<file path="config.mk">
export PLATFORM = sky130hd
export DESIGN_NAME = scl_stretch_guard
export DESIGN_NICKNAME = d
export VERILOG_FILES = /design/src/rtl/scl_stretch_pkg.sv /design/src/rtl/scl_sense_sync.sv /design/src/rtl/stretch_counter.sv /design/src/rtl/tmo_flag.sv /design/src/rtl/scl_stretch_guard.sv
export SDC_FILE = /design/constraint.sdc
export NUM_CORES = 1
export LEC_CHECK = 0
export BUFFER_PORTS_ARGS = -buffer_cell sky130_fd_sc_hd__buf_2
export CORE_MARGIN = 8
export CORE_UTILIZATION = 55
export DETAILED_ROUTE_END_ITERATION = 12
export HOLD_SLACK_MARGIN = 0.02
export PLACE_DENSITY = 0.79
export SETUP_SLACK_MARGIN = 0.5
export SLEW_MARGIN = 30
export SYNTH_ARGS = -nofsm -noshare
export SYNTH_HDL_FRONTEND = slang
export SYNTH_SLANG_ARGS = --single-unit
</file>
<file path="constraint.sdc">
create_clock -name clk -period 2.6 [get_ports clk]
set_input_delay 0.52 -clock clk [delete_from_list [all_inputs] [get_ports clk]]
set_output_delay 0.52 -clock clk [all_outputs]
set_load 0.1 [all_outputs]
</file>
<file path="src/rtl/scl_stretch_pkg.sv">
package scl_stretch_pkg;

    localparam int DEF_LIMIT_W     = 16;
    localparam int DEF_SYNC_STAGES = 2;

    typedef struct packed {
        logic flag;
        logic abort;
    } tmo_state_t;

endpackage

</file>
<file path="src/rtl/scl_sense_sync.sv">
module scl_sense_sync #(
    parameter int  STAGES    = 2,
    parameter logic RESET_VAL = 1'b1
) (
    input  logic clk,
    input  logic rst_n,
    input  logic pin_i,
    output logic level_o
);

    generate
        if (STAGES == 0) begin : g_bypass
            assign level_o = pin_i;
        end else begin : g_chain
            logic [STAGES-1:0] sh_d, sh_q;

            always_comb begin
                sh_d[0] = pin_i;
                for (int i = 1; i < STAGES; i++) begin
                    sh_d[i] = sh_q[i-1];
                end
            end

            always_ff @(posedge clk or negedge rst_n) begin
                if (!rst_n) sh_q <= {STAGES{RESET_VAL}};
                else        sh_q <= sh_d;
            end

            assign level_o = sh_q[STAGES-1];
        end
    endgenerate

endmodule

</file>
<file path="src/rtl/stretch_counter.sv">
module stretch_counter #(
    parameter int LIMIT_W = 16
) (
    input  logic               clk,
    input  logic               rst_n,
    input  logic [LIMIT_W-1:0] limit_i,
    input  logic               tick_i,
    input  logic               stretch_i,
    output logic               hit_o
);

    typedef struct packed {
        logic [LIMIT_W-1:0] cnt;
    } cnt_state_t;

    cnt_state_t s_d, s_q;
    logic       armed;

    always_comb begin
        s_d   = s_q;
        armed = stretch_i && (limit_i != '0);
        if (!armed) begin
            s_d.cnt = '0;
        end else if (tick_i && (s_q.cnt < limit_i)) begin
            s_d.cnt = s_q.cnt + LIMIT_W'(1);
        end
        hit_o = armed && (s_q.cnt >= limit_i);
    end

    always_ff @(posedge clk or negedge rst_n) begin
        if (!rst_n) s_q <= '0;
        else        s_q <= s_d;
    end

    AST_CNT_STEP: assert property (@(posedge clk) disable iff (!rst_n)
        (stretch_i && limit_i != '0 && tick_i && s_q.cnt < limit_i) |=> (s_q.cnt == $past(s_q.cnt) + LIMIT_W'(1)));
    AST_CNT_CLEARS: assert property (@(posedge clk) disable iff (!rst_n)
        (!stretch_i) |=> (s_q.cnt == '0));
    AST_CNT_NO_WRAP: assert property (@(posedge clk) disable iff (!rst_n)
        (stretch_i && s_q.cnt == limit_i && limit_i != '0 && $stable(limit_i)) |=> (s_q.cnt == $past(s_q.cnt) || !$past(stretch_i) || !stretch_i));

endmodule

</file>
<file path="src/rtl/tmo_flag.sv">
module tmo_flag
    import scl_stretch_pkg::*;
(
    input  logic clk,
    input  logic rst_n,
    input  logic hit_i,
    input  logic clear_i,
    output logic flag_o,
    output logic abort_o
);

    tmo_state_t s_d, s_q;

    always_comb begin
        s_d       = s_q;
        s_d.abort = hit_i && !s_q.flag;
        s_d.flag  = hit_i || (s_q.flag && !clear_i);
    end

    always_ff @(posedge clk or negedge rst_n) begin
        if (!rst_n) s_q <= '0;
        else        s_q <= s_d;
    end

    assign flag_o  = s_q.flag;
    assign abort_o = s_q.abort;

    AST_ABORT_SINGLE: assert property (@(posedge clk) disable iff (!rst_n)
        abort_o |=> !abort_o);
    AST_ABORT_WITH_FLAG: assert property (@(posedge clk) disable iff (!rst_n)
        abort_o |-> flag_o);
    AST_FLAG_STICKY: assert property (@(posedge clk) disable iff (!rst_n)
        (flag_o && !clear_i) |=> flag_o);

endmodule

</file>
<file path="src/rtl/scl_stretch_guard.sv">
module scl_stretch_guard
    import scl_stretch_pkg::*;
#(
    parameter int LIMIT_W     = DEF_LIMIT_W,
    parameter int SYNC_STAGES = DEF_SYNC_STAGES
) (
    input  logic               clk,
    input  logic               rst_n,
    input  logic [LIMIT_W-1:0] stretch_limit_i,
    input  logic               period_tick_i,
    input  logic               scl_release_i,
    input  logic               scl_sense_i,
    input  logic               tmo_clear_i,
    output logic               tmo_status_o,
    output logic               abort_req_o
);

    logic scl_level;
    logic stretching;
    logic hit;

    scl_sense_sync #(
        .STAGES    (SYNC_STAGES),
        .RESET_VAL (1'b1)
    ) u_sync (
        .clk     (clk),
        .rst_n   (rst_n),
        .pin_i   (scl_sense_i),
        .level_o (scl_level)
    );

    assign stretching = scl_release_i && !scl_level;

    stretch_counter #(
        .LIMIT_W (LIMIT_W)
    ) u_cnt (
        .clk       (clk),
        .rst_n     (rst_n),
        .limit_i   (stretch_limit_i),
        .tick_i    (period_tick_i),
        .stretch_i (stretching),
        .hit_o     (hit)
    );

    tmo_flag u_flag (
        .clk     (clk),
        .rst_n   (rst_n),
        .hit_i   (hit),
        .clear_i (tmo_clear_i),
        .flag_o  (tmo_status_o),
        .abort_o (abort_req_o)
    );

    AST_ZERO_LIMIT_QUIET: assert property (@(posedge clk) disable iff (!rst_n)
        (stretch_limit_i == '0 && !tmo_status_o) |=> !abort_req_o || $past(stretch_limit_i) != '0);
    AST_MASTER_LOW_NO_HIT: assert property (@(posedge clk) disable iff (!rst_n)
        (!scl_release_i && !tmo_status_o) |=> !abort_req_o);

endmodule

</file>
# ---- Word-level counts from Yosys, hierarchy flattened
# Index checks and enable logic that the tools add are counted.
# W data, S select, Z words.
dict set report word_totals {
  regBits 20
}
dict set report op_classes {
  muxes 2
  magnitude_cmp 2
  n_reduce_logical 11
  n_eq_ne 1
  addsub 1
}
# op n
set ops {}
lappend ops {{$mux W16} 2}
lappend ops {{$add A16 B1 Y16 const B} 1}
lappend ops {{$ge A16 B16 Y1} 1}
lappend ops {{$lt A16 B16 Y1} 1}
lappend ops {{$reduce_bool A16 Y1} 1}
lappend ops {{$logic_and A1 B1 Y1} 6}
lappend ops {{$logic_not A1 Y1} 3}
lappend ops {{$ne A2 B2 Y1 const B} 1}
lappend ops {{$logic_or A1 B1 Y1} 1}

# ---- Depth between registers and ports, before layout
# Gate-level depths: netlist of the first run.
dict set report logic_depth {
  ltp_word 5
  ltp_mapped 10
  ltp_nobuf 8
}

# ---- By module
# Synthesis of the first run repeated with hierarchy kept, for this count alone.
dict set report unflattened {
  cells_unflattened 181
  hier_area_um2 1654.1
}
# mod area_each_um2 cells_each seq_area_each_um2 instances
set modules_own_cells {}
lappend modules_own_cells {stretch_counter 1520.2 173 400.4 1}
lappend modules_own_cells {tmo_flag 67.6 5 50.0 1}
lappend modules_own_cells {scl_sense_sync 52.6 2 52.6 1}
lappend modules_own_cells {scl_stretch_guard 13.8 1 0.0 1}

# ---- Worst setup path before layout of the first run
# Ideal clock, no wire load.
dict set report synth_timing {
  path_type {input-to-reg}
  from {input port stretch_limit_i[9]}
  to {register u_cnt.s_q[12] in the netlist's numbering}
  slack_ps 337
  n_path_buf 1
  t_required_ps 2522
  arrival_ps 2185
  cell_stages 8
  path_cell_list {inv_1 -> ha_1 -> a21o_1 -> a211oi_2 -> nand4_1 -> buf_2 -> or4_1 -> a21oi_1}
}
dict set report synth_between {
  elab_chain_cells 3
  elab_cells_between_ends 6
  classes_between {order compare (1); eq/ne (1); mux (1); reduce/logical (3)}
}
# element line
set synth_rtl {}
lappend synth_rtl {{start, declared} scl_stretch_guard.sv:9} ;# input logic [LIMIT_W-1:0] stretch_limit_i,
lappend synth_rtl {{$lt A16 B16 Y1 or $reduce_bool A16 Y1 (tied branches)} {stretch_counter.sv:24, stretch_counter.sv:21}}
lappend synth_rtl {{$logic_and A1 B1 Y1, on equally long branches} {stretch_counter.sv:24, stretch_counter.sv:21}}
lappend synth_rtl {{$ne A2 B2 Y1 (no line) or $mux W16 (tied branches)} n/a}
lappend synth_rtl {{end signal, assigned} stretch_counter.sv:31} ;# if (!rst_n) s_q <= '0;
lappend synth_rtl {{end signal, assigned} stretch_counter.sv:32} ;# else s_q <= s_d;
lappend synth_rtl {{end, declared} stretch_counter.sv:16} ;# cnt_state_t s_d, s_q;
# Parallel ways exist; a longest one is shown, timed or not.
# A chain may end at the register's enable or synchronous reset.

# ---- Worst setup path after layout of the first run
dict set report layout_timing {
  from {register u_cnt.s_q[3] in the netlist's numbering}
  to {register u_cnt.s_q[8] in the netlist's numbering}
}
dict set report layout_between {
  elab_chain_cells 3
  elab_cells_between_ends 6
  classes_between {add/sub (1); order compare (1); eq/ne (1); mux (2); reduce/logical (1)}
}
# element line
set layout_rtl {}
lappend layout_rtl {{$add A16 B1 Y16 or $lt A16 B16 Y1 (tied branches)} {stretch_counter.sv:25, stretch_counter.sv:24}}
lappend layout_rtl {{$mux W16 or $logic_and A1 B1 Y1 (tied branches)} stretch_counter.sv:24} ;# end else if (tick_i && (s_q.cnt < limit_i)) begin
lappend layout_rtl {{$mux W16 or $ne A2 B2 Y1 (tied branches)} n/a}
# Parallel ways exist; a longest one is shown, timed or not. The select of a mux whose other input is x is not followed.

==> impl_metrics.ini, run 1 <==
[worst_setup_path]
worst-path-stages = 9
critical_path.max_stage_delay_ns = 0.47
reg2reg_from = u_cnt.s_q[3]
cp_cell_sequence = ha_1 > and2_1 > o21ai_1 > a21bo_2 > nand4_1 > buf_12 > buf_8 > or4_4 > a21oi_2
r2r_setup_slack_ns = 0.22
r2r_cells = 9
crit_family = simple AND/OR/NAND/NOR gates
crit_type = reg2reg
end_kind = register
r2r_end = u_cnt.s_q[8]
crit_arrival_ns = 2.63
required_ns = 2.85
slowest_stage = dfrtp_1
cp_max_fo = 8
cp_num_buf_inv = 2
crit_path_start_kind = register

[cells_and_area]
final_common_cell = buf_2
layout_common_cells = buf_2, buf_4, ha_4
fin_cells = 232
layout-drive-gt1-share_pct = 49.0
antenna_cells = 0
finalNetCount = 242
flow.area_growth_from_synthesis_pct = 43.5

[floorplan]
die_area_sq_um = 4420
pin_count = 24
core_sq_um = 2450
die-width_um = 66.5
core.rowCount = 18
start_util_pct = 57.1
die_y_um = 66.5

[synthesis]
synth_ff_type = dfrtp_1
ys_ff_latch = 20
yosysSeqAreaShare_pct = 35.9
synth-edff-count = 0
async_flop_share_pct = 100
yosys_warnings = 0
syn_area_per_cell_sq_um = 8.66
netlist_area_sq_um = 1400
yosysUniqueCellTypes = 29
syn_inst = 162
syn_nets = 201

[clocking]
cts_hold_buffers = 0
cts_made_buffers = 3
worstSkewPairLatency_ns = 0.31
clk_pin_slew_ns = 0.12
cts_root_buf = clkbuf_4
cts.sinks = 20
htreeDepth = 1
cts_tree = built
cts.path.max_buffers = 2

[timing]
fmax_ghz = 0.420
relSlewSlack_pct = 67.3
rsz0062_at_grt = yes
finalHoldViolations = 0
fin_crit_sh_pct = 91.6
drv_slew = 0
fin_tns_setup_ns = 0
finalSetupViolCount = 0
clock_skew_ns = 0.0228
tightestPinTransition_ns = 0.494
period_needed_ns = 2.38

[pwr]
p_total_w = 0.000573
power_density_nw_per_um2 = 285
p_leak_nw = 0.814
peakVddDrop_mv = 0.310

[global_routing]
grt_pass1_wl_mm = 5.99
overflow = 0
grtUsageTotal_pct = 17.2
grt_pass1_vias = 1401
antenna_found_initial = 0
grt_max_degree = 31

[placement]
dp_hpwl_mm = 2.79
dp.cells = 212
routabilityCongestion = 0.837
port_buffers = 23

[detailed_routing]
avgRoutedWirePerCell_um = 18.2
drt-vias-per-instance = 6.21
vias = 1441
routed_wl_mm = 4.23
ant_nets = 0
first_pass_iters = 4
drc = 0
drt_iter0_drc = 117

[flow_run]
cap_violations = 0

[status]
run_status = finished, final reports clean

[hold_path]
holdCritPathClass = in2async
## sequential cells by signal, indices dropped and copies added, names as in the netlist
signal               cells
u_cnt.s_q               16
u_sync.g_chain.sh_q      2
u_flag.abort_o           1
u_flag.flag_o            1
## worst max path at each step
stage | start | to | slack, ns
after floorplan | stretch_limit_i[14] | u_cnt.s_q[9] | 0.43
after global placement | stretch_limit_i[14] | u_cnt.s_q[7] | 0.19
after detailed placement | stretch_limit_i[14] | u_cnt.s_q[9] | 0.14
after CTS | u_cnt.s_q[15] | u_cnt.s_q[9] | 0.35
after global routing | u_cnt.s_q[3] | u_cnt.s_q[14] | 0.12
final | u_cnt.s_q[3] | u_cnt.s_q[8] | 0.22
## metrics by stage
stage / util (%) / setup WS, ns / hold WS [ns] / area [sq um]
CTS: 72.2 / 0.352 / 0.144 / 1770
floorplan: - / 0.430 / 0.224 / 1570
global route: 82.0 / 0.120 / 0.159 / 2010
finish: 82.0 / 0.219 / 0.122 / 2010
global placement: 70.0 / 0.189 / 0.350 / 1720
detailed placement: 70.0 / 0.137 / 0.352 / 1720
## cell type report
class,count,area [sq um]
multi-input combinational,117,1040
sequential,20,514
fill,133,442
timing repair buffer,41,292
inverter,20,103
tap,30,37.5
clock buffer,4,26.3
## Yosys cell counts (2+ instances only)
master     n  area [sq um]
nor4_1     5          31.3
ha_1      17           213
a21oi_1   19          95.1
o31ai_1    6          45.0
or3_1     11          68.8
inv_1     20          75.1
nor2_1     6          22.5
dfrtp_1   18           450
nand4_1   10          62.6
nor2b_1    2          12.5
dfstp_2    2          52.6
clkbuf_1   2          7.51
nand2_1    8          30.0
o21ai_0   12          60.1
nand3_1    5          25.0
or4_1      6          45.0
## where the power goes
| group | internal, W | switching [W] |
|---|---|---|
| registers | 0.000315 | 0.00000162 |
| clock network | 0.0000599 | 0.0000926 |
| logic | 0.0000464 | 0.0000576 |
| total | 0.000421 | 0.000152 |
## logic make-up (layout without fill, tap and decap cells)
group           Yosys count  in the layout  share of synthesized area (%)
flops                    20             20                           35.9
mux                       1              1                          0.714
fa+ha+maj                17             17                           15.2
xor+xnor                  1              1                          0.625
compound gates           41             41                           16.9
buf+inv                  25             65                           7.58
simple gates             57             57                           23.1
## per-layer routing
layer | track usage [%] | wire length, um | share of wire (%) | up-vias
met4 | 5.07 | 56 | 1.3 | 0
met3 | 4.87 | 230 | 5.4 | 10
li1 | - | - | - | 674
met1 | 17.9 | 1680 | 40 | 706
met5 | 0 | 0 | 0 | -
met2 | 32.2 | 2260 | 53 | 51
## timing repair
item | in CTS | in global routing
resized for setup | 4 | 33
pin swaps | 2 | 22
endpoints found under the hold margin | 0 | 0
setup endpoints to repair | 16 | 16
buffers inserted | 3 | 11
gates cloned | 0 | 2
(Power assumes the default switching activity.)
==> inputs of run 2 (changes only) <==
--- a/config.mk
+++ b/config.mk
@@ -7,12 +7,13 @@
 export LEC_CHECK = 0
 export BUFFER_PORTS_ARGS = -buffer_cell sky130_fd_sc_hd__buf_2
 export CORE_MARGIN = 8
-export CORE_UTILIZATION = 55
+export CORE_UTILIZATION = 57
 export DETAILED_ROUTE_END_ITERATION = 12
 export HOLD_SLACK_MARGIN = 0.02
-export PLACE_DENSITY = 0.79
+export PLACE_DENSITY = 0.81
 export SETUP_SLACK_MARGIN = 0.5
 export SLEW_MARGIN = 30
 export SYNTH_ARGS = -nofsm -noshare
 export SYNTH_HDL_FRONTEND = slang
+export SYNTH_HIERARCHICAL = 1
 export SYNTH_SLANG_ARGS = --single-unit
==> impl_metrics.ini, run 2 <==
[pwr]
netSwitchingFraction_pct = 26.3
p_sw_w = 0.000155
seqPwrFrac_pct = 53.8
p_int_w = 0.000434
power_density_nw_per_um2 = 295
peakVddDrop_mv = 0.299
p_comb_share_pct = 15.3
p_leak_nw = 0.879
clock_power_share_pct = 31.0

[floorplan]
core_sq_um = 2760
start_util_pct = 60.0
pin_count = 24
die_area_sq_um = 4880
die_y_um = 69.9
core.rowCount = 19
die-width_um = 69.9

[detailed_routing]
drt_iter0_drc = 199
routed_wl_mm = 4.43
drc = 0
ant_nets = 0
vias = 1535
first_pass_iters = 5
avgRoutedWirePerCell_um = 18.4
drt-vias-per-instance = 6.37

[synthesis]
ys_top_cells_by_area = dfrtp_1, ha_1, mux2i_1, nor4_2, nand2_1
synth_ff_type = dfrtp_1
ys_ff_latch = 20
syn_area_per_cell_sq_um = 9.14
yosysSeqAreaShare_pct = 30.4
netlist_area_sq_um = 1650
yosysMostFrequentCell = nand2_1
async_flop_share_pct = 100
syn_nets = 220
synth.largest_area_cell = dfrtp_1
syn_inst = 181
yosys.area.top_type_share_pct = 27.2
synth_common_cells = nand2_1, inv_1, dfrtp_1
yosys_warnings = 6
synth-edff-count = 0
yosysUniqueCellTypes = 33

[worst_setup_path]
end_kind = register
crit_arrival_ns = 2.41
crit_path_start_kind = register
r2r_setup_slack_ns = 0.43
r2r_cells = 8
cp_cell_sequence = ha_1 > nand4_1 > nor2_2 > o2bb2ai_1 > buf_6 > a21oi_1 > a21oi_2 > nor2b_1
r2r_end = u_flag/abort_o
required_ns = 2.84
critical_path.max_stage_delay_ns = 0.46
reg2reg_from = u_cnt/s_q[10]
crit_type = reg2reg
cp_max_fo = 7
slowest_stage = dfrtp_2

[timing]
fin_crit_sh_pct = 83.3
fin_tns_setup_ns = 0
period_needed_ns = 2.17
relSlewSlack_pct = 67.7
finalHoldViolations = 0
clock_skew_ns = 0.00399
drv_slew = 0
finalSetupViolCount = 0
rsz0062_at_grt = yes
setup_ws_ns = 0.434
tightestPinTransition_ns = 0.488
fmax_ghz = 0.462

[status]
run_status = finished, final reports clean

[global_routing]
grt_pass1_wl_mm = 6.49
grtUsageTotal_pct = 15.9
antenna_found_initial = 0
grt_max_degree = 25
overflow = 0
grt_pass1_vias = 1371

[placement]
dp.cells = 231
dp_hpwl_mm = 3.06
dp_slack_ns = 0.196
routabilityCongestion = 0.946
port_buffers = 23

[hold_path]
holdCritPathClass = in2async

[clocking]
cts.path.max_buffers = 2
cts.sinks = 20
clk_pin_slew_ns = 0.11
htreeDepth = 1
cts_made_buffers = 3
cts_tree = built
cts_root_buf = clkbuf_4
worstSkewPairLatency_ns = 0.30

[cells_and_area]
antenna_cells = 0
largest_reg_flops = 16
layout-drive-gt1-share_pct = 31.4
fin_cells = 241
fill_cells = 192
top_regs = u_cnt/s_q: 16 flops, u_sync/g_chain.sh_q: 2 flops
largest-register = u_cnt/s_q
flow.area_growth_from_synthesis_pct = 21.0
finalNetCount = 250
final_util_pct = 72.5
layout_common_cells = buf_2, nand2_1, inv_1

[flow_run]
cap_violations = 0
==> run 2: cells by family after synthesis <==
family | count (synthesis) | share of synthesized area [%]
adder cells (fa/ha/maj) | 17 | 12.9
flip-flops | 20 | 30.4
AND/OR/NAND/NOR | 82 | 31.8
AO/OA/AOI/OAI | 23 | 9.98
buffers and inverters | 25 | 6.51
multiplexers | 14 | 8.47
==> run 2: stage by stage <==
step / total power, W / cell area [sq um] / hold slack [ns]
after floorplan: 0.000368 / 1650 / 0.224
after global placement: 0.000399 / 1790 / 0.347
after detailed placement: 0.000404 / 1790 / 0.349
after CTS: 0.000589 / 1860 / 0.145
after global routing: 0.000621 / 2000 / 0.168
final: 0.000589 / 2000 / 0.142
==> run 2: worst max path at each step <==
stage / startpoint / end / slack [ns] / cells after the start
5_1_grt: u_cnt/s_q[10] / u_flag/abort_o / 0.39 / 8
3_5_place_dp: stretch_limit_i[15] / u_cnt/s_q[4] / 0.20 / 8
3_3_place_gp: stretch_limit_i[15] / u_cnt/s_q[15] / 0.25 / 8
6_report: u_cnt/s_q[10] / u_flag/abort_o / 0.43 / 8
2_1_floorplan: stretch_limit_i[15] / u_flag/abort_o / 0.52 / 9
4_1_cts: u_cnt/s_q[5] / u_cnt/s_q[4] / 0.50 / 7
==> run 2: layout make-up <==
cell class / instances / area (sq um) / share of cell area (%)
timing repair buffer: 31 / 191 / 9.57
clock buffer: 4 / 36.3 / 1.81
tap: 31 / 38.8 / 1.94
multi-input combinational: 136 / 1150 / 57.7
inverter: 19 / 71.3 / 3.56
sequential: 20 / 509 / 25.5
==> run 2: repair_timing <==
action,in CTS,in global routing
buffers inserted,1,4
setup endpoints to repair,14,18
gates resized for setup,2,21
cloned,0,1
hold buffers,0,0
pin swaps,0,4
==> run 2: layer usage <==
layer | part of all wire, % | GRT usage [%] | routed length, um | vias to the layer above
met1 | 39 | 19.7 | 1720 | 713
li1 | - | - | - | 712
met2 | 49 | 26.4 | 2170 | 94
met5 | 0 | 0 | 0 | -
met4 | 2.9 | 5.80 | 127 | 0
met3 | 9.1 | 3.53 | 405 | 16
==> run 2: worst max-delay path, delay by kind of cell (launching register included) <==
kind | cells | cell delay (ns)
simple gates | 3 | 0.60
compound gates | 3 | 0.53
flops | 1 | 0.46
fa+ha+maj | 1 | 0.32
buf+inv | 1 | 0.19
==> run 2: power groups by stage <==
stage	combinational [W]	sequential (W)	clock (W)
finish	0.0000900	0.000317	0.000183
global route	0.000101	0.000317	0.000204
floorplan	0.0000463	0.000322	0
detailed placement	0.0000820	0.000322	0
global placement	0.0000769	0.000322	0
CTS	0.0000828	0.000317	0.000189
==> inputs of run 3 (changes only) <==
--- a/config.mk
+++ b/config.mk
@@ -5,9 +5,10 @@
 export SDC_FILE = /design/constraint.sdc
 export NUM_CORES = 1
 export LEC_CHECK = 0
+export ABC_AREA = 1
 export BUFFER_PORTS_ARGS = -buffer_cell sky130_fd_sc_hd__buf_2
 export CORE_MARGIN = 8
-export CORE_UTILIZATION = 57
+export CORE_UTILIZATION = 58
 export DETAILED_ROUTE_END_ITERATION = 12
 export HOLD_SLACK_MARGIN = 0.02
 export PLACE_DENSITY = 0.81
==> constraint.sdc (replaced) <==
create_clock -name clk -period 2 [get_ports clk]
set_input_delay 0.4 -clock clk [delete_from_list [all_inputs] [get_ports clk]]
set_output_delay 0.4 -clock clk [all_outputs]
set_load 0.1 [all_outputs]
==> impl_metrics.ini, run 3 <==
[cells_and_area]
largest_reg_flops = 16
largest-register = u_cnt/s_q
finalNetCount = 352
final_common_cell = nand2_1
top_regs = u_cnt/s_q: 16 flops, u_sync/g_chain.sh_q: 2 flops
flow.area_growth_from_synthesis_pct = 37.5
antenna_cells = 0
layout_common_cells = nand2_1, inv_1, buf_4
layout-drive-gt1-share_pct = 38.5

[timing]
fin_crit_sh_pct = 91.4
clock_skew_ns = 0.00551
fin_tns_setup_ns = 0
fmax_ghz = 0.547
finalHoldViolations = 0
finalSetupViolCount = 0
drv_slew = 0
relSlewSlack_pct = 67.9
rsz0062_at_grt = yes
tightestPinTransition_ns = 0.485
whs_ns = 0.0301
setup_ws_ns = 0.173
period_needed_ns = 1.83

[clocking]
htreeDepth = 1
worstSkewPairLatency_ns = 0.31
cts.sinks = 20
cts_tree = built
cts.path.max_buffers = 2
clk_pin_slew_ns = 0.12
cts_hold_buffers = 0
cts_root_buf = clkbuf_4
cts_made_buffers = 3

[synthesis]
yosysUniqueCellTypes = 23
syn_nets = 302
ys_ff_latch = 20
synth.largest_area_cell = dfrtp_1
synth_ff_type = dfrtp_1
async_flop_share_pct = 100
synth_top_family_by_area = simple AND/OR/NAND/NOR gates
synth-simple-area-share_pct = 41.9
synth_compound_area_share_pct = 3.05
syn_inst = 263
synthAdderAreaFrac_pct = 11.8
ys_top_cells_by_area = dfrtp_1, nand2_1, ha_1, inv_1, nand3_1
syn_area_per_cell_sq_um = 6.87
synthMuxAreaShare_pct = 0
synth-edff-count = 0
yosysMostFrequentCell = nand2_1
yosys_warnings = 6
synth_common_cells = nand2_1, inv_1, nand3_1
yosysSeqAreaShare_pct = 27.8
synth_xor_area_share_pct = 2.91
netlist_area_sq_um = 1810
yosys.area.top_type_share_pct = 24.9

[pwr]
p_sw_w = 0.000227
netSwitchingFraction_pct = 25.5
peakVddDrop_mv = 0.421
p_int_w = 0.000663
p_leak_nw = 1.36
clock_power_share_pct = 37.9
p_comb_share_pct = 15.8
seqPwrFrac_pct = 46.3
power_density_nw_per_um2 = 358

[worst_setup_path]
crit_start = u_cnt/s_q[12]
crit_family = simple AND/OR/NAND/NOR gates
reg2reg_from = u_cnt/s_q[12]
slowest_stage = dfrtp_1
critical_path.max_stage_delay_ns = 0.44
r2r_end = u_cnt/s_q[12]
cp_num_buf_inv = 1
r2r_setup_slack_ns = 0.17
cp_max_fo = 8
required_ns = 2.25
r2r_cells = 10
crit_path_start_kind = register
worst-path-stages = 10
crit_arrival_ns = 2.07
crit_type = reg2reg
end_kind = register
cp_cell_sequence = ha_1 > nand2_2 > nor2_4 > nand2_2 > nor2_4 > nand2_4 > buf_12 > nand4_4 > nand3_1 > nand2_1
cp-endpoint = u_cnt/s_q[12]

[detailed_routing]
avgRoutedWirePerCell_um = 17.2
drc = 0
first_pass_iters = 4
vias = 2030
routed_wl_mm = 5.92
drt-vias-per-instance = 5.88
drt_iter0_drc = 192
ant_nets = 0

[floorplan]
core.rowCount = 20
pin_count = 24
die_area_sq_um = 5160
die-width_um = 71.8
core_sq_um = 3000
die_y_um = 71.8
start_util_pct = 60.2

[global_routing]
grt_pass1_wl_mm = 8.05
grt_pass1_vias = 1827
grt_max_degree = 33
grtUsageTotal_pct = 19.5
overflow = 0
antenna_found_initial = 0

[flow_run]
cap_violations = 0

[placement]
dp_slack_ns = 0.0923
routabilityCongestion = 0.836
dp_hpwl_mm = 3.11
port_buffers = 23

[hold_path]
holdCritPathClass = in2async

[status]
run_status = finished, final reports clean
[run 3: metal layers]
layer  part of all wire [%]  routed length (um)  global-route usage [%]  up-vias
li1                       -                   -                       -      942
met1                     38                2250                    22.5      941
met2                     49                2880                    33.3      127
met3                    9.8                 580                    3.77       20
met4                    3.5                 210                    9.98        0
met5                      0                   0                       0        -
[run 3: through the flow]
stage	std cells	power [W]	instance area (sq um)	util, %
finish	345	0.000889	2480	82.7
global route	345	0.000925	2480	82.7
CTS	342	0.000874	2360	78.5
detailed placement	320	0.000524	2020	67.3
global placement	320	0.000520	2020	67.3
floorplan	263	0.000482	1850	-
[run 3: worst min-delay path by stage]
stage,endpoint,slack [ns],cells after the start
floorplan,u_cnt/s_q[0],0.10,0
global placement,u_sync/g_chain.sh_q[1],0.35,0
detailed placement,u_sync/g_chain.sh_q[1],0.35,0
CTS,u_flag/flag_o,0.04,1
global route,u_cnt/s_q[2],0.04,1
finish,u_cnt/s_q[12],0.03,1
[run 3: timing repair]
action                                  in CTS  in global routing
gates resized for setup                     26                 17
gates cloned                                 1                  0
pin swaps                                   16                 10
endpoints found under the setup margin      19                 18
buffers inserted                            17                  3
[run 3: power groups by stage]
stage	Clock [W]	Sequential (W)	Combinational, W
final	0.000337	0.000412	0.000141
after global routing	0.000360	0.000412	0.000153
after CTS	0.000343	0.000411	0.000120
after detailed placement	0	0.000419	0.000104
after global placement	0	0.000419	0.000101
after floorplan	0	0.000419	0.0000634
[run 3: final cells by class]
type / count / area, sq um
fill: 150 / 519
tap: 33 / 41.3
clock inverter: 1 / 30.0
sequential: 20 / 508
timing repair buffer: 51 / 364
clock buffer: 3 / 22.5
multi-input combinational: 189 / 1340
inverter: 48 / 180
[run 3: cell families after synthesis]
family                   Yosys count
AO/OA/AOI/OAI                      9
XOR/XNOR                           6
adder cells (fa/ha/maj)           17
buffers and inverters             55
flip-flops                        20
AND/OR/NAND/NOR                  156
